File: src/rtl/cfgt_pkg.sv
`timescale 1ns/1ps
package cfgt_pkg;

    typedef enum logic [1:0] {
        LEN_16 = 2'b00,
        LEN_12 = 2'b01,
        LEN_10 = 2'b10,
        LEN_8  = 2'b11
    } len_e;

    typedef enum logic [1:0] {
        SRC_EXT     = 2'b00,
        SRC_AUX     = 2'b01,
        SRC_SYS     = 2'b10,
        SRC_EXT_INV = 2'b11
    } src_e;

    typedef enum logic [1:0] {
        MODE_HALT = 2'b00,
        MODE_UP   = 2'b01,
        MODE_CONT = 2'b10,
        MODE_UPDN = 2'b11
    } mode_e;

    typedef enum logic [1:0] {
        ST_HOLD_UP = 2'b00,
        ST_HOLD_DN = 2'b01,
        ST_RUN_UP  = 2'b10,
        ST_RUN_DN  = 2'b11
    } cnt_state_e;

    // Number of counter bits used by each length code
    function automatic int unsigned len_bits(len_e l);
        int unsigned b;
        unique case (l)
            LEN_16: b = 16;
            LEN_12: b = 12;
            LEN_10: b = 10;
            LEN_8:  b = 8;
        endcase
        return b;
    endfunction

    // Highest count value for a length code
    function automatic logic [31:0] len_limit(len_e l);
        return (32'd1 << len_bits(l)) - 32'd1;
    endfunction

endpackage

File: src/rtl/cfgt_src_sel.sv
`timescale 1ns/1ps
module cfgt_src_sel
    import cfgt_pkg::*;
(
    input  logic clk,
    input  logic rst_n,
    input  src_e src,
    input  logic ext_clk,
    input  logic aux_tick,
    input  logic sys_tick,
    output logic src_tick
);

    logic ext_q;
    logic ext_rise;
    logic ext_fall;

    // Previous sample of the external level for edge detection
    always_ff @(posedge clk or negedge rst_n) begin
        if (!rst_n) begin
            ext_q <= 1'b0;
        end else begin
            ext_q <= ext_clk;
        end
    end

    assign ext_rise = ext_clk & ~ext_q;
    assign ext_fall = ~ext_clk & ext_q;

    always_comb begin
        unique case (src)
            SRC_EXT:     src_tick = ext_rise;
            SRC_AUX:     src_tick = aux_tick;
            SRC_SYS:     src_tick = sys_tick;
            SRC_EXT_INV: src_tick = ext_fall;
        endcase
    end

endmodule

File: src/rtl/cfgt_prescale.sv
`timescale 1ns/1ps
module cfgt_prescale #(
    parameter int DIV_CODE_W = 2
) (
    input  logic                  clk,
    input  logic                  rst_n,
    input  logic                  clr,
    input  logic [DIV_CODE_W-1:0] div_code,
    input  logic                  src_tick,
    output logic                  cnt_tick
);

    localparam int MAX_DIV = 1 << ((1 << DIV_CODE_W) - 1);
    localparam int PH_W    = (MAX_DIV > 1) ? $clog2(MAX_DIV) : 1;

    logic [PH_W-1:0] phase;
    logic [PH_W-1:0] mask;
    logic            at_last;

    assign mask     = PH_W'((32'd1 << div_code) - 32'd1);
    assign at_last  = (phase & mask) == mask;
    assign cnt_tick = src_tick & at_last & ~clr;

    always_ff @(posedge clk or negedge rst_n) begin
        if (!rst_n) begin
            phase <= '0;
        end else if (clr) begin
            phase <= '0;
        end else if (src_tick) begin
            phase <= at_last ? '0 : ((phase & mask) + PH_W'(1));
        end
    end

endmodule

File: src/rtl/cfgt_count_fsm.sv
`timescale 1ns/1ps
module cfgt_count_fsm
    import cfgt_pkg::*;
#(
    parameter int CNT_W = 16
) (
    input  logic             clk,
    input  logic             rst_n,
    input  logic             clr,
    input  mode_e            mode,
    input  len_e             len,
    input  logic             cnt_tick,
    input  logic [CNT_W-1:0] period,
    output logic [CNT_W-1:0] count,
    output logic             dir_down,
    output logic             zero_evt,
    output logic             period_evt,
    output logic             wrap_now
);

    cnt_state_e       state;
    cnt_state_e       state_nx;
    logic [CNT_W-1:0] len_max;
    logic [CNT_W-1:0] stp_cnt;
    logic [CNT_W-1:0] cnt_nx;
    logic             stp_dn;
    logic             stp_wrap;
    logic             running;
    logic             cur_dn;
    logic             adv;

    assign len_max = CNT_W'(len_limit(len));
    assign running = (mode != MODE_HALT);
    assign cur_dn  = ((state == ST_HOLD_DN) || (state == ST_RUN_DN)) && (mode == MODE_UPDN);
    assign adv     = running & cnt_tick & ~clr;

    // One count step for the present mode and direction
    always_comb begin
        stp_cnt  = count;
        stp_dn   = 1'b0;
        stp_wrap = 1'b0;
        unique case (mode)
            MODE_HALT: begin
                stp_cnt = count;
                stp_dn  = cur_dn;
            end
            MODE_UP: begin
                if (count >= period) begin
                    stp_cnt  = '0;
                    stp_wrap = 1'b1;
                end else begin
                    stp_cnt = count + CNT_W'(1);
                end
            end
            MODE_CONT: begin
                if (count >= len_max) begin
                    stp_cnt  = '0;
                    stp_wrap = 1'b1;
                end else begin
                    stp_cnt = count + CNT_W'(1);
                end
            end
            MODE_UPDN: begin
                if (cur_dn) begin
                    if (count <= CNT_W'(1)) begin
                        stp_cnt  = '0;
                        stp_wrap = 1'b1;
                        stp_dn   = 1'b0;
                    end else begin
                        stp_cnt = count - CNT_W'(1);
                        stp_dn  = 1'b1;
                    end
                end else if (period == '0) begin
                    stp_cnt  = '0;
                    stp_wrap = 1'b1;
                end else if (count >= period) begin
                    stp_cnt = count - CNT_W'(1);
                    stp_dn  = 1'b1;
                end else begin
                    stp_cnt = count + CNT_W'(1);
                end
            end
        endcase
    end

    // Next state and next count
    always_comb begin
        state_nx = state;
        cnt_nx   = count;
        if (clr) begin
            state_nx = running ? ST_RUN_UP : ST_HOLD_UP;
            cnt_nx   = '0;
        end else begin
            unique case (state)
                ST_HOLD_UP, ST_HOLD_DN: begin
                    if (running) begin
                        state_nx = cur_dn ? ST_RUN_DN : ST_RUN_UP;
                        if (cnt_tick) begin
                            cnt_nx   = stp_cnt;
                            state_nx = stp_dn ? ST_RUN_DN : ST_RUN_UP;
                        end
                    end
                end
                ST_RUN_UP, ST_RUN_DN: begin
                    if (!running) begin
                        state_nx = (state == ST_RUN_DN) ? ST_HOLD_DN : ST_HOLD_UP;
                    end else if (cnt_tick) begin
                        cnt_nx   = stp_cnt;
                        state_nx = stp_dn ? ST_RUN_DN : ST_RUN_UP;
                    end else begin
                        state_nx = cur_dn ? ST_RUN_DN : ST_RUN_UP;
                    end
                end
            endcase
        end
    end

    // State register
    always_ff @(posedge clk or negedge rst_n) begin
        if (!rst_n) begin
            state <= ST_HOLD_UP;
        end else begin
            state <= state_nx;
        end
    end

    // Registered outputs
    always_ff @(posedge clk or negedge rst_n) begin
        if (!rst_n) begin
            count      <= '0;
            zero_evt   <= 1'b0;
            period_evt <= 1'b0;
        end else begin
            count      <= cnt_nx;
            zero_evt   <= adv && (cnt_nx == '0) && (count != '0);
            period_evt <= adv && ((mode == MODE_UP) || (mode == MODE_UPDN))
                          && (cnt_nx == period) && (count != period);
        end
    end

    assign dir_down = (state == ST_HOLD_DN) || (state == ST_RUN_DN);
    assign wrap_now = adv & stp_wrap;

endmodule

File: src/rtl/cfgt_timer.sv
`timescale 1ns/1ps
module cfgt_timer
    import cfgt_pkg::*;
#(
    parameter int CNT_W      = 16,
    parameter int DIV_CODE_W = 2
) (
    input  logic                  clk,
    input  logic                  rst_n,
    input  logic [1:0]            len_sel,
    input  logic [1:0]            src_sel,
    input  logic [DIV_CODE_W-1:0] div_sel,
    input  logic [1:0]            mode_sel,
    input  logic                  clr_strobe,
    input  logic                  irq_en,
    input  logic                  flag_clr,
    input  logic [CNT_W-1:0]      period,
    input  logic                  ext_clk,
    input  logic                  aux_tick,
    input  logic                  sys_tick,
    output logic [CNT_W-1:0]      count,
    output logic                  dir_down,
    output logic                  zero_evt,
    output logic                  period_evt,
    output logic                  ovf_flag,
    output logic                  irq
);

    logic src_tick;
    logic cnt_tick;
    logic wrap_now;

    cfgt_src_sel u_src (
        .clk      (clk),
        .rst_n    (rst_n),
        .src      (src_e'(src_sel)),
        .ext_clk  (ext_clk),
        .aux_tick (aux_tick),
        .sys_tick (sys_tick),
        .src_tick (src_tick)
    );

    cfgt_prescale #(.DIV_CODE_W(DIV_CODE_W)) u_div (
        .clk      (clk),
        .rst_n    (rst_n),
        .clr      (clr_strobe),
        .div_code (div_sel),
        .src_tick (src_tick),
        .cnt_tick (cnt_tick)
    );

    cfgt_count_fsm #(.CNT_W(CNT_W)) u_fsm (
        .clk        (clk),
        .rst_n      (rst_n),
        .clr        (clr_strobe),
        .mode       (mode_e'(mode_sel)),
        .len        (len_e'(len_sel)),
        .cnt_tick   (cnt_tick),
        .period     (period),
        .count      (count),
        .dir_down   (dir_down),
        .zero_evt   (zero_evt),
        .period_evt (period_evt),
        .wrap_now   (wrap_now)
    );

    // Sticky overflow flag; a new overflow wins over a clear
    always_ff @(posedge clk or negedge rst_n) begin
        if (!rst_n) begin
            ovf_flag <= 1'b0;
        end else if (wrap_now) begin
            ovf_flag <= 1'b1;
        end else if (flag_clr) begin
            ovf_flag <= 1'b0;
        end
    end

    assign irq = ovf_flag & irq_en;

endmodule

File: config.mk
export PLATFORM = sky130hd
export DESIGN_NAME = cfgt_timer
export DESIGN_NICKNAME = d
export VERILOG_FILES = /design/src/rtl/cfgt_pkg.sv /design/src/rtl/cfgt_src_sel.sv /design/src/rtl/cfgt_prescale.sv /design/src/rtl/cfgt_count_fsm.sv /design/src/rtl/cfgt_timer.sv
export SDC_FILE = /design/constraint.sdc
export NUM_CORES = 1
export LEC_CHECK = 0
export BUFFER_PORTS_ARGS = -buffer_cell sky130_fd_sc_hd__buf_2
export CORE_ASPECT_RATIO = 2
export CORE_MARGIN = 2
export CORE_UTILIZATION = 30
export CTS_CLUSTER_DIAMETER = 150
export CTS_CLUSTER_SIZE = 30
export DETAILED_ROUTE_END_ITERATION = 6
export GPL_TIMING_DRIVEN = 0
export REMOVE_ABC_BUFFERS = 1
export SYNTH_ARGS = -nofsm -noshare
export SYNTH_HDL_FRONTEND = slang
export SYNTH_SLANG_ARGS = --single-unit
File: constraint.sdc
create_clock -name clk -period 3.54 [get_ports clk]
set_input_delay 0 -clock clk [delete_from_list [all_inputs] [get_ports clk]]
set_output_delay 0 -clock clk [all_outputs]
set_load 0.01 [all_outputs]
# Word level (Yosys, flattened, before mapping)
# Cells that the tools add are included.
# Widths: inputs -> output; s select.
[totals]
romBits = 0
ram_bits = 0
n_memories = 0
latchBits = 0
regBits = 25
[op_classes]
n_reduce_logical = 21
div = 0
magnitude_cmp = 3
multipliers = 0
n_addsub = 5
eq_ne = 16
bitwise = 12
shifts = 2
mux = 37
[ops]
columns = ["cell", "n"]
rows = [
  ["$mux 16", 10],
  ["$pmux 32 s4", 1],
  ["$pmux 16 s4", 1],
  ["$ge 16x16->1", 2],
  ["$logic_not 16->1", 2],
  ["$shl 1x32->16 const A", 1],
  ["$sub 16x1->16 const B", 2],
  ["$add 16x1->16 const B", 1],
  ["$eq 16x16->1", 1],
  ["$eq 2x2->1 const B", 8],
  ["$le 16x1->1 const B", 1],
  ["$ne 16x16->1", 1],
  ["$reduce_bool 16->1", 1],
  ["$mux 1", 13],
  ["$mux 2", 5],
  ["$mux 3", 3],
  ["$and 1x1->1", 8],
  ["$eq 2x1->1 const B", 4],
  ["$logic_not 2->1", 4],
  ["$logic_and 1x1->1", 6],
  ["$reduce_bool 2->1", 3],
  ["$pmux 1 s4", 1],
  ["$pmux 2 s2", 1],
  ["$reduce_or 2->1", 2],
  ["11 further kinds", 14],
]

# Depth between registers and ports, before layout
# Gate-level depths: netlist of run 1.
[logic_depth]
ltp_word = 14
depth_mapped = 14
depth_no_buf = 13

# By module
# From an unflattened synthesis of run 1, not the netlist that was laid out.
[hier_totals]
cells_unflattened = 510
area_unflattened_um2 = 3918.8
[modules_own_cells]
columns = ["mod", "n_inst", "seq_area_each_um2", "cells_each", "area_per_inst_um2"]
rows = [
  ["cfgt_count_fsm", 1, 475.5, 477, 3589.7],
  ["cfgt_prescale", 1, 75.1, 25, 224.0],
  ["cfgt_src_sel", 1, 25.0, 4, 62.6],
  ["cfgt_timer", 1, 25.0, 4, 42.5],
]

# Worst setup path after synthesis of run 1
# No wires, ideal clock.
[synth_path]
path_type = "reg-to-reg"
start = "register u_fsm.count[0]"
end = "register u_fsm.zero_evt"
setup_ns = 0.068
stages_incl_launch_ff = 13
required_time_ns = 3.472
arrival_time_ns = 3.064
slack_ns = 0.409
synth_period_minus_slack_ns = 3.131
path_cell_list = "dfrtp_1 -> inv_1 -> ha_1 -> nor2b_1 -> o211ai_1 -> a2111o_1 -> nand4_4 -> o21a_2 -> a2bb2o_1 -> a21o_1 -> a2111o_1 -> nor4_1 -> and4_1"
[synth_between]
elab_chain_cells = 12
elab_cells_between_ends = 20
cone_classes = "add/sub: 2; order compare: 3; mux: 11; reduce/logical: 4"
[synth_lines]
columns = ["element", "line_no", "source"]
rows = [
  ["from (decl)", "cfgt_count_fsm.sv:14", "output logic [CNT_W-1:0] count,"],
  ["from (signal assigned)", "cfgt_count_fsm.sv:134", "count <= cnt_nx;"],
  ["$add 16x1->16, or another cell as far along", "cfgt_count_fsm.sv:52, cfgt_count_fsm.sv:60, cfgt_count_fsm.sv:80", ""],
  ["$mux 16", "cfgt_count_fsm.sv:76", "end else if (count >= period) begin"],
  ["$mux 16", "cfgt_count_fsm.sv:73", "end else if (period == '0) begin"],
  ["$mux 16", "cfgt_count_fsm.sv:64", "if (cur_dn) begin"],
  ["$pmux 16 s4", "cfgt_count_fsm.sv:42", "unique case (mode)"],
  ["$mux 16", "cfgt_count_fsm.sv:98, cfgt_count_fsm.sv:107", ""],
  ["$mux 16", "cfgt_count_fsm.sv:105", "if (!running) begin"],
  ["$mux 16", "--", ""],
  ["$mux 16", "cfgt_count_fsm.sv:90", "if (clr) begin"],
  ["$logic_not 16->1", "cfgt_count_fsm.sv:135", "zero_evt <= adv && (cnt_nx == '0) && (count != '0);"],
  ["$logic_and 1x1->1", "cfgt_count_fsm.sv:135", ""],
  ["$logic_and 1x1->1 *", "cfgt_count_fsm.sv:135", ""],
  ["to (signal assigned)", "cfgt_count_fsm.sv:135", ""],
  ["to (decl)", "cfgt_count_fsm.sv:16", "output logic zero_evt,"],
]
# Every way passes the cells marked *; elsewhere a longest branch is shown, timed or not. The select of a mux whose other input is x is not followed.
# A chain may end at the register's enable or synchronous reset.

# Final worst setup path of run 1
[layout_path]
start = "register u_fsm.count[4]"
end = "register u_fsm.zero_evt"
[layout_between]
elab_chain_cells = 12
elab_cells_between_ends = 20
cone_classes = "add/sub: 2; order compare: 3; mux: 11; reduce/logical: 4"
[layout_lines]
columns = ["element", "line_no", "source"]
rows = [
  ["$add 16x1->16, or another cell as far along", "cfgt_count_fsm.sv:52, cfgt_count_fsm.sv:60, cfgt_count_fsm.sv:80", ""],
  ["$mux 16", "cfgt_count_fsm.sv:76", ""],
  ["$mux 16", "cfgt_count_fsm.sv:73", ""],
  ["$mux 16", "cfgt_count_fsm.sv:64", ""],
  ["$pmux 16 s4 *", "cfgt_count_fsm.sv:42", ""],
  ["$mux 16 *", "cfgt_count_fsm.sv:98, cfgt_count_fsm.sv:107", ""],
  ["$mux 16 *", "cfgt_count_fsm.sv:105", ""],
  ["$mux 16 *", "--", ""],
  ["$mux 16 *", "cfgt_count_fsm.sv:90", ""],
  ["named net u_fsm.cnt_nx[12]", "cfgt_count_fsm.sv:25", "logic [CNT_W-1:0] cnt_nx;"],
  ["$logic_not 16->1 *", "cfgt_count_fsm.sv:135", ""],
  ["$logic_and 1x1->1 * (2 in series)", "cfgt_count_fsm.sv:135", ""],
]
# The timed path passes the listed nets; every way through them passes the cells marked *. The select of a mux whose other input is x is not followed.

==> run_results.csv, run 1 <==
group,metric,value,unit
setup_path,slowest_stage,"dfrtp_2",
floorplan,ios,53,
detailed_routing,vias,4012,
floorplan,dieArea,0.01245,sq mm
setup_path,critPathMaxFanout,4,
worst_hold_path,holdPathEnd,"u_div.phase[0]",
clock_network,root_buffer,"clkbuf_16",
setup_path,start_kind,"flop",
worst_hold_path,hp-class,"primary input to flop",
clock_network,cts_tree,"yes",
clock_network,clkSinkCount,24,
synth,synth_area,0.003458,sq mm
clock_network,cts_buffers,3,
clock_network,path_clk_slew,0.07,ns
setup_path,required,3.73,ns
place,place_area,0.003787,sq mm
timing,holdWs,0.1249,ns
setup_path,crit_type,"flop to flop",
finish,fin_nets,607,
timing,grt_setup_unrepaired,"true",
synth,seq_area_frac_synth,17.37,%
detailed_routing,post-route-drc-count,0,
finish,n_fill_cell,1184,
worst_hold_path,worstHoldPathCells,2,
clock_network,cts_buffer_depth,2,
grt,grt_max_degree,27,
finish,drive_gt1_share,37.69,%
setup_path,r2r_end,"u_fsm.zero_evt",
timing,post-route-min-period,3.598,ns
grt,grt_usage,22.71,%
place,gp_congestion,0.9746,
detailed_routing,first_pass_iters,5,
timing,slew_headroom,53.31,%
synth,ys_top_cells_by_area,"dfrtp_1 (17%), ha_1 (14%), xnor2_1 (4.6%)",
power,p_per_area,199.9,mW/mm^2
clock_network,clock_latency,0.27,ns
synth,synth_edf_count,0,
finish,synthToLayoutAreaGrowth,37.95,%
setup_path,crit_path_end_kind,"flop",
grt,grt_pass1_vias,3844,
finish,antennaDiodeCount,0,
timing,slew_viol_final,0,
detailed_routing,wl_per_cell,21.97,um
grt,antenna_found_initial,0,
synth,async_flop_share,100.0,%
grt,globalRouteOverflowTotal,0,
power,ir_drop,0.1500,mV
timing,finalClockSkew,0.004162,ns
finish,register_area,620.6,sq um
setup_path,r2r_start,"u_fsm.count[4]",
place,io_buffers,52,
timing,finalHoldViolCount,0,
detailed_routing,ant_nets,0,
grt,grt_pass1_wl,21090,um
setup_path,reg2reg_slack,-0.06,ns
timing,fin_ws,-0.05789,ns
synth,yosys_warnings,0,
place,place_ws,-0.6604,ns
detailed_routing,dr.first_iter.drc_count,321,
setup_path,critPathArrivalTime,3.79,ns
timing,worst_slew_pin_slew,0.6977,ns
synth,ys.flop_type,"dfrtp_1",
floorplan,rows,55,
detailed_routing,routed_wl,14900,um
setup_path,crit_buf_inv,2,
setup_path,crit_top_cell,"nor2_2",
detailed_routing,drt-vias-per-instance,5.917,
finish,design_area,0.004771,sq mm
setup_path,path_delay_family,"compound AO/OA/AOI/OAI gates",
finish,multi_input_area,0.002939,sq mm
synth,synth_seq_cells,24,
floorplan,die_h,155.8,um
floorplan,chipWidth,79.92,um
setup_path,worstPathCellList,"ha_1 > nand4_1 > nor2_2 > o31ai_4 > a41oi_4 > buf_6 > buf_4 > o21ai_4 > nor2_2 > a211o_1 > a2111o_1 > nor4_4 > and4_1",
synth,ys_types,81,
synth,synthCells,433,
place,dp.final_hpwl,10030,um
floorplan,initial_core_util,30.64,%
timing,period_share,101.6,%
timing,setup_viol,2,
floorplan,core_area,0.01129,sq mm
synth,synth_top_area_cell,"dfrtp_1",
synth,synth.top_cell.area_share,17.37,%
setup_path,critical_path.max_stage_delay,0.45,ns
clock_network,cts_max_level,1,
run,drv_cap,0,
setup_path,worstRegToRegCells,13,
worst_hold_path,min_from,"clr_strobe",
status,status,"finished with violations",
status,violations,"setup timing",
power,power.leakage,2.180,nW
timing,fmax,0.2779,GHz
synth,avgSynthCellArea,7.987,sq um
==> state kept, by name (all words and copies together), names as in the netlist <==
signal	flops
u_src.ext_q	1
u_div.phase	3
u_fsm.state	1
u_fsm.period_evt	1
u_fsm.zero_evt	1
ovf_flag	1
u_fsm.count	16
==> placed cells by master, fill, tap and decap left out, drive strengths merged, types with 4 or more instances in the layout <==
cell and n:
buf 114, o22ai 11, o31ai 4, a22oi 4
nor2b 6, a21o 4, nand2b 12, and4 4
nor2 32, and2 7, or3 4, nand3 14
o21ai 18, o211ai 7, or2 6, ha 38
a31oi 4, xnor2 18, dfrtp 24, a21oi 31
inv 30, nand2 31, nor4 12, and3 12
nor3 12, nand4 11
==> where the power goes <==
group | total (mW) | switching (mW) | internal, mW
Sequential | 0.292 | 0.0121 | 0.280
Clock | 0.339 | 0.113 | 0.226
Combinational | 0.323 | 0.186 | 0.137
==> Yosys cell counts, types with 3 or more instances <==
| library cell | n |
|---|---|
| nor3_1 | 10 |
| and4_1 | 4 |
| a21oi_1 | 29 |
| nor2_2 | 4 |
| or3_1 | 4 |
| nor2_1 | 28 |
| and2_1 | 7 |
| o22ai_1 | 9 |
| xor2_1 | 3 |
| nand2_1 | 31 |
| dfrtp_1 | 24 |
| nand3_1 | 14 |
| a32oi_1 | 3 |
| xnor2_1 | 18 |
| nor4_1 | 10 |
| o211ai_1 | 6 |
| nor3b_1 | 3 |
| buf_6 | 5 |
| buf_2 | 8 |
| nand2b_1 | 12 |
| ha_1 | 38 |
| inv_1 | 31 |
| a22oi_1 | 3 |
| a21o_1 | 4 |
| and3_1 | 12 |
| o31ai_1 | 3 |
| clkbuf_1 | 8 |
| o21ai_0 | 15 |
| a31oi_1 | 4 |
| nor2b_1 | 6 |
| nand4_1 | 8 |
| or2_2 | 4 |
| o311ai_0 | 3 |
==> timing repair <==
action	4_1_cts	5_1_grt
hold buffers	3	0
endpoints found under the setup margin	2	2
resized for setup	34	32
buffers inserted	29	32
gates cloned	1	2
hold endpoints to repair	26	0
pin swaps	9	24
==> routing by layer <==
metal,wire length (um),up-vias,track usage (%),share of wire (%)
li1,-,1825,-,-
met1,4770,1896,21.25,32
met2,7905,204,42.70,53
met3,702,87,2.025,4.7
met4,1519,0,18.40,10
met5,0,-,0,0
==> cells by family (layout without fill, tap and decap cells) <==
family,Yosys count,count (layout),share of synthesized area (%)
compound gates,121,122,26.16
other cells,2,3,0.2172
xor+xnor,21,21,5.318
flops,24,24,17.37
fa+ha+maj,38,38,13.75
mux,5,5,2.207
buf+inv,53,152,7.127
simple gates,169,171,27.86
==> worst reg2reg max path: stages (launching register included) <==
cell      delay [ns]
dfrtp_2         0.45
ha_1            0.29
nand4_1         0.15
nor2_2          0.08
o31ai_4         0.41
a41oi_4         0.24
buf_6           0.18
buf_4           0.14
o21ai_4         0.21
nor2_2          0.05
a211o_1         0.24
a2111o_1        0.43
nor4_4          0.37
and4_1          0.30
==> stage by stage <==
stage	util, %	setup TNS [ns]	std cells	power (mW)
global route	42.27	-0.2294	678	0.9844
detailed placement	33.56	-1.179	607	0.5452
CTS	37.98	0	644	0.9114
finish	42.27	-0.1030	678	0.9535
global placement	33.40	-1.564	606	0.5393
floorplan	-	0	412	0.4545
==> how the worst max path moves through the flow <==
stage	startpoint	to	slack, ns	cells past startpoint
CTS	u_fsm.count[14]	u_fsm.period_evt	0.003	13
global placement	u_src.ext_q	u_fsm.period_evt	-0.84	10
finish	u_fsm.count[4]	u_fsm.zero_evt	-0.06	13
detailed placement	u_fsm.count[0]	u_fsm.zero_evt	-0.66	12
floorplan	u_fsm.count[0]	u_fsm.zero_evt	0.28	12
global route	u_fsm.count[12]	u_fsm.zero_evt	-0.13	11
==> final cells by class <==
cell class | instances | area share (%)
multi-input cells | 360 | 61.61
repair buffers | 117 | 16.94
clock inverters | 1 | 0.6294
flip-flops and latches | 24 | 13.01
well taps | 142 | 3.724
clock buffers | 3 | 1.574
inverters | 31 | 2.518
(Power assumes the default switching activity.)
==> inputs of run 2 (changes only) <==
--- a/config.mk
+++ b/config.mk
@@ -5,6 +5,7 @@
 export SDC_FILE = /design/constraint.sdc
 export NUM_CORES = 1
 export LEC_CHECK = 0
+export ABC_AREA = 1
 export BUFFER_PORTS_ARGS = -buffer_cell sky130_fd_sc_hd__buf_2
 export CORE_ASPECT_RATIO = 2
 export CORE_MARGIN = 2
==> run_results.csv, run 2 <==
group,metric,value,unit
detailed_routing,vias,4104,
setup_path,path_delay_family,"simple AND/OR/NAND/NOR gates",
synth,avgSynthCellArea,6.260,sq um
setup_path,crit_path_end_kind,"flop",
timing,post-route-min-period,3.170,ns
clock_network,cts_max_level,1,
timing,setup_viol,0,
setup_path,required,3.75,ns
synth,synth_area,0.003837,sq mm
timing,period_share,89.56,%
synth,synth_edf_count,0,
finish,antennaDiodeCount,0,
synth,seq_area_frac_synth,16.30,%
clock_network,cts_buffer_depth,2,
timing,finalClockSkew,0.01104,ns
grt,grt_pass1_wl,21310,um
floorplan,die_h,163.9,um
setup_path,crit_top_cell,"nand2_1",
synth,synth_top_area_cell,"dfrtp_1",
finish,mostFrequentLayoutCells,"nand2_1 (155), inv_1 (85), nand3_1 (69), nor2_1 (63), buf_2 (52)",
finish,fin_nets,731,
worst_hold_path,hp-class,"primary input to flop",
synth,yosys_warnings,0,
setup_path,slowest_stage,"dfrtp_1",
clock_network,root_buffer,"clkbuf_16",
clock_network,post_cts_buffers,0,
timing,fmax,0.3154,GHz
grt,grt_pass1_vias,4195,
setup_path,critPathArrivalTime,3.38,ns
finish,multi_input_area,0.002750,sq mm
setup_path,crit_buf_inv,0,
timing,grt_setup_unrepaired,"false",
finish,reg.largest.list,"u_fsm.count (16), u_div.phase (3), u_fsm.state (2)",
synth,synth_seq_cells,25,
timing,fin_ws,0.3697,ns
timing,finalHoldViolCount,0,
place,dp_cells,803,
timing,tns,0,ns
place,gp_congestion,0.9392,
detailed_routing,post-route-drc-count,0,
floorplan,ios,53,
floorplan,initial_core_util,30.57,%
synth,synthTopCellsByCount,"nand2_1 (155), inv_1 (85), nand3_1 (69)",
detailed_routing,wl_per_cell,16.71,um
floorplan,rows,58,
floorplan,dieArea,0.01377,sq mm
power,ir_drop,0.1693,mV
synth,async_flop_share,100.0,%
detailed_routing,drt-vias-per-instance,5.067,
floorplan,chipWidth,83.98,um
finish,largest_reg_flops,16,
power,power.leakage,2.434,nW
setup_path,crit_type,"flop to flop",
timing,slew_headroom,55.12,%
place,dp.final_hpwl,11180,um
clock_network,cts_tree,"yes",
finish,synthToLayoutAreaGrowth,12.46,%
grt,grt_usage,20.37,%
timing,slew_viol_final,0,
detailed_routing,first_pass_iters,5,
grt,antenna_found_initial,0,
setup_path,critPathMaxFanout,9,
finish,final_common_cell,"nand2_1",
run,drv_cap,0,
detailed_routing,routed_wl,13540,um
synth,ys_top_cells_by_area,"dfrtp_1 (16%), nand2_1 (15%), ha_1 (12%)",
synth,synthCells,613,
finish,drive_gt1_share,19.09,%
synth,ys_types,45,
finish,layoutNonFillerInstCount,810,
finish,n_fill_cell,1403,
status,status,"completed",
clock_network,clock_latency,0.28,ns
setup_path,start_kind,"flop",
synth,synth.top_cell.area_share,16.30,%
place,place_area,0.004205,sq mm
floorplan,core_area,0.01255,sq mm
finish,largest_register,"u_fsm.count",
power,p_total,1.071,mW
setup_path,worstPathCellList,"ha_1 > nand2_1 > nor2_1 > a21boi_1 > nor2_4 > nand2_2 > nor2_4 > a21oi_2 > nand3_1 > nand2_1 > nand2_1 > nor3_1 > nand2_1 > nor3_2",
place,io_buffers,52,
detailed_routing,ant_nets,0,
synth,synth_most_common_cell,"nand2_1",
finish,register_area,625.6,sq um
synth,ys.flop_type,"dfrtp_1",
power,p_per_area,248.2,mW/mm^2
timing,worst_slew_pin_slew,0.6732,ns
clock_network,path_clk_slew,0.08,ns
clock_network,cts_buffers,3,
setup_path,critical_path.max_stage_delay,0.56,ns
finish,design_area,0.004315,sq mm
grt,grt_max_degree,26,
detailed_routing,dr.first_iter.drc_count,250,
grt,globalRouteOverflowTotal,0,
place,place_ws,0.4387,ns
clock_network,clkSinkCount,25,
-- run 2: report_power, final --
group | leakage (nW) | switching, mW | total [mW] | internal (mW)
sequential | 0.338 | 0.0389 | 0.338 | 0.299
clock | 0.0409 | 0.131 | 0.284 | 0.154
combinational | 2.06 | 0.297 | 0.449 | 0.153
total | 2.43 | 0.466 | 1.07 | 0.605
-- run 2: tightest hold or removal path: stages --
cell     delay [ns]
buf_2          0.13
xor2_1         0.09
nand3_1        0.06
nor2_1         0.04
-- run 2: through the flow --
stage          utilization (%)  hold slack (ns)
5_1_grt                  34.37          0.09182
3_3_place_gp             33.50          0.07073
6_report                 34.37          0.07708
3_5_place_dp             33.50          0.07956
2_1_floorplan                -          -0.2956
4_1_cts                  34.37          0.07960
-- run 2: kinds of logic after synthesis --
logic type / Yosys count / share of synthesized area (%)
adder cells (fa/ha/maj): 38 / 12.39
XOR/XNOR: 19 / 4.532
other: 2 / 0.1957
AND/OR/NAND/NOR: 352 / 43.89
buffers and inverters: 114 / 12.13
AO/OA/AOI/OAI: 63 / 10.56
flip-flops: 25 / 16.30
-- run 2: final timing paths --
path	to	start	slack [ns]	cells past startpoint
min reg2reg	u_div.phase[1]	u_div.phase[1]	0.54	2
max reg2reg	u_fsm.zero_evt	u_fsm.count[14]	0.37	14
min	u_fsm.period_evt	period[0]	0.08	4
max	u_fsm.zero_evt	u_fsm.count[14]	0.37	14
max in group asynchronous	u_div.phase[0]	rst_n	2.80	2
min in group asynchronous	u_fsm.count[8]	rst_n	0.30	2
-- run 2: layout make-up --
cell class	instances	area share (%)
multi-input combinational	475	63.73
sequential	25	14.50
inverter	101	8.843
timing repair buffer	55	6.727
tap	150	4.349
clock buffer	3	1.740
clock inverter	1	0.1160
-- run 2: timing repair --
item / in CTS / in global routing
hold endpoints to repair: 27 / 0
gates resized for setup: 0 / 0
hold buffers: 3 / 0
-- run 2: layer usage --
layer	track usage, %	part of all wire, %	vias to the layer above
met4	18.77	11	0
met2	38.91	52	140
li1	-	-	2065
met5	0	0	-
met1	18.44	33	1831
met3	1.709	3.4	68
==> inputs of run 3 (changes only) <==
--- a/config.mk
+++ b/config.mk
@@ -8,7 +8,7 @@
 export ABC_AREA = 1
 export BUFFER_PORTS_ARGS = -buffer_cell sky130_fd_sc_hd__buf_2
 export CORE_ASPECT_RATIO = 2
-export CORE_MARGIN = 2
+export CORE_MARGIN = 10
 export CORE_UTILIZATION = 30
 export CTS_CLUSTER_DIAMETER = 150
 export CTS_CLUSTER_SIZE = 30
==> run_results.csv, run 3 (same netlist as run 2, synthesis figures left out) <==
group,metric,value,unit
status,status,"completed",
finish,antennaDiodeCount,0,
clock_network,cts_buffers,3,
setup_path,critPathArrivalTime,3.31,ns
place,gp_congestion,0.9534,
detailed_routing,post-route-drc-count,0,
clock_network,cts_buffer_depth,2,
setup_path,r2r_start,"u_fsm.count[0]",
power,p_total,1.085,mW
clock_network,cts_tree,"yes",
setup_path,crit_end,"u_fsm.zero_evt",
setup_path,worstPathCellList,"inv_1 > ha_1 > inv_1 > nand2_1 > nand2_1 > nand2_1 > nand2_1 > nand2_1 > nand2_1 > nand2_1 > nand2_2 > inv_2 > nand3_1 > nand4_1 > nand2_1 > inv_2 > nor3_1 > nand2_1 > nor3_2",
finish,reg.largest.list,"u_fsm.count (16), u_div.phase (3), u_fsm.state (2)",
floorplan,initial_core_util,30.57,%
run,drv_cap,0,
clock_network,clock_latency,0.29,ns
place,dp_cells,803,
grt,globalRouteOverflowTotal,0,
setup_path,cp-startpoint,"u_fsm.count[0]",
timing,grt_setup_unrepaired,"false",
detailed_routing,routed_wl,14530,um
grt,antenna_found_initial,0,
power,ir_drop,0.1958,mV
finish,final_common_cell,"nand2_1",
detailed_routing,ant_nets,0,
place,place_ws,0.4216,ns
finish,layoutNonFillerInstCount,810,
setup_path,required,3.75,ns
power,swShare,44.11,%
clock_network,clkSinkCount,25,
floorplan,rows,58,
floorplan,chipWidth,99.98,um
power,p_per_area,251.2,mW/mm^2
grt,grt_pass1_vias,4280,
timing,setup_viol,0,
floorplan,core_area,0.01255,sq mm
power,p_clk_share,26.9,%
setup_path,worstRegToRegCells,19,
finish,n_fill_cell,1447,
finish,drive_gt1_share,19.09,%
setup_path,r2r_end,"u_fsm.zero_evt",
timing,period_share,87.59,%
detailed_routing,wl_per_cell,17.94,um
timing,finalClockSkew,0.01102,ns
setup_path,crit_type,"flop to flop",
power,power.leakage,2.430,nW
clock_network,path_clk_slew,0.08,ns
setup_path,reg2reg_slack,0.44,ns
timing,fmax,0.3225,GHz
grt,grt_pass1_wl,22560,um
finish,mostFrequentLayoutCells,"nand2_1 (155), inv_1 (85), nand3_1 (69), nor2_1 (63), buf_2 (52)",
power,p_sw,0.4785,mW
finish,synthToLayoutAreaGrowth,12.52,%
grt,grt_max_degree,26,
power,seq_power_share,31.1,%
finish,fin_nets,731,
floorplan,dieArea,0.01799,sq mm
setup_path,critical_path.max_stage_delay,0.63,ns
detailed_routing,first_pass_iters,5,
power,internal-power,0.6062,mW
place,io_buffers,52,
timing,tns,0,ns
clock_network,cts_max_level,1,
setup_path,slowest_stage,"dfrtp_1",
worst_hold_path,hp-class,"primary input to flop",
setup_path,crit_path_end_kind,"flop",
place,dp.final_hpwl,11920,um
timing,post-route-min-period,3.101,ns
timing,worst_slew_pin_slew,0.6925,ns
floorplan,ios,53,
timing,slew_viol_final,0,
power,pwr-share-comb,41.9,%
setup_path,critPathMaxFanout,10,
timing,slew_headroom,53.83,%
timing,fin_ws,0.4394,ns
grt,grt_usage,16.29,%
finish,largest_reg_flops,16,
finish,largest_register,"u_fsm.count",
setup_path,crit_top_cell,"nand2_1",
setup_path,start_kind,"flop",
detailed_routing,dr.first_iter.drc_count,244,
detailed_routing,vias,4152,
floorplan,die_h,179.9,um
clock_network,root_buffer,"clkbuf_16",
detailed_routing,drt-vias-per-instance,5.126,
timing,finalHoldViolCount,0,
-- run 3: per-stage QoR --
stage / util (%) / cell area, sq um / hold slack (ns)
detailed placement: 33.50 / 4205 / 0.07790
CTS: 34.39 / 4318 / 0.08514
global route: 34.39 / 4318 / 0.1146
global placement: 33.50 / 4205 / 0.06849
finish: 34.39 / 4318 / 0.08043
floorplan: - / 3757 / -0.2956
-- run 3: how the worst min path moves through the flow --
| stage | cells past startpoint | endpoint | from | slack (ns) |
|---|---|---|---|---|
| 6_report | 4 | u_fsm.period_evt | period[0] | 0.08 |
| 5_1_grt | 4 | u_fsm.period_evt | period[0] | 0.11 |
| 4_1_cts | 4 | u_fsm.period_evt | period[0] | 0.09 |
| 3_5_place_dp | 1 | u_fsm.count[13] | rst_n | 0.08 |
| 3_3_place_gp | 1 | u_fsm.count[13] | rst_n | 0.07 |
| 2_1_floorplan | 0 | ovf_flag | rst_n | -0.30 |
-- run 3: layer usage --
metal,up-vias,GRT usage [%],part of all wire [%]
met4,0,14.26,8.7
met5,-,0,0
li1,2058,-,-
met2,126,30.77,56
met1,1909,13.97,32
met3,59,2.304,3.5
-- run 3: power by group through the flow --
stage / Clock [mW] / Sequential (mW) / Combinational, mW
after floorplan: 0 / 0.334 / 0.298
after global placement: 0 / 0.343 / 0.444
after detailed placement: 0 / 0.343 / 0.447
after CTS: 0.300 / 0.337 / 0.452
after global routing: 0.303 / 0.340 / 0.511
final: 0.292 / 0.338 / 0.455
-- run 3: final cells by class --
type	instances	area (sq um)	area share [%]
Multi-Input combinational cell	475	2750	63.69
Sequential cell	25	625.6	14.49
Inverter	101	381.6	8.838
Timing Repair Buffer	55	290.3	6.723
Tap cell	150	187.7	4.347
Clock buffer	3	75.07	1.739
Clock inverter	1	7.507	0.1739
-- run 3: worst max-delay path, delay by kind of cell (launching register included) --
kind | cells | cell delay, ns
flops | 1 | 0.63
fa+ha+maj | 1 | 0.23
buf+inv | 4 | 0.46
simple gates | 14 | 1.72
-- run 3: what timing repair did --
| action | in CTS | in global routing |
|---|---|---|
| setup buffers | 0 | 0 |
| hold buffers | 3 | 0 |
| hold endpoints to repair | 27 | 0 |
| resized for setup | 0 | 0 |
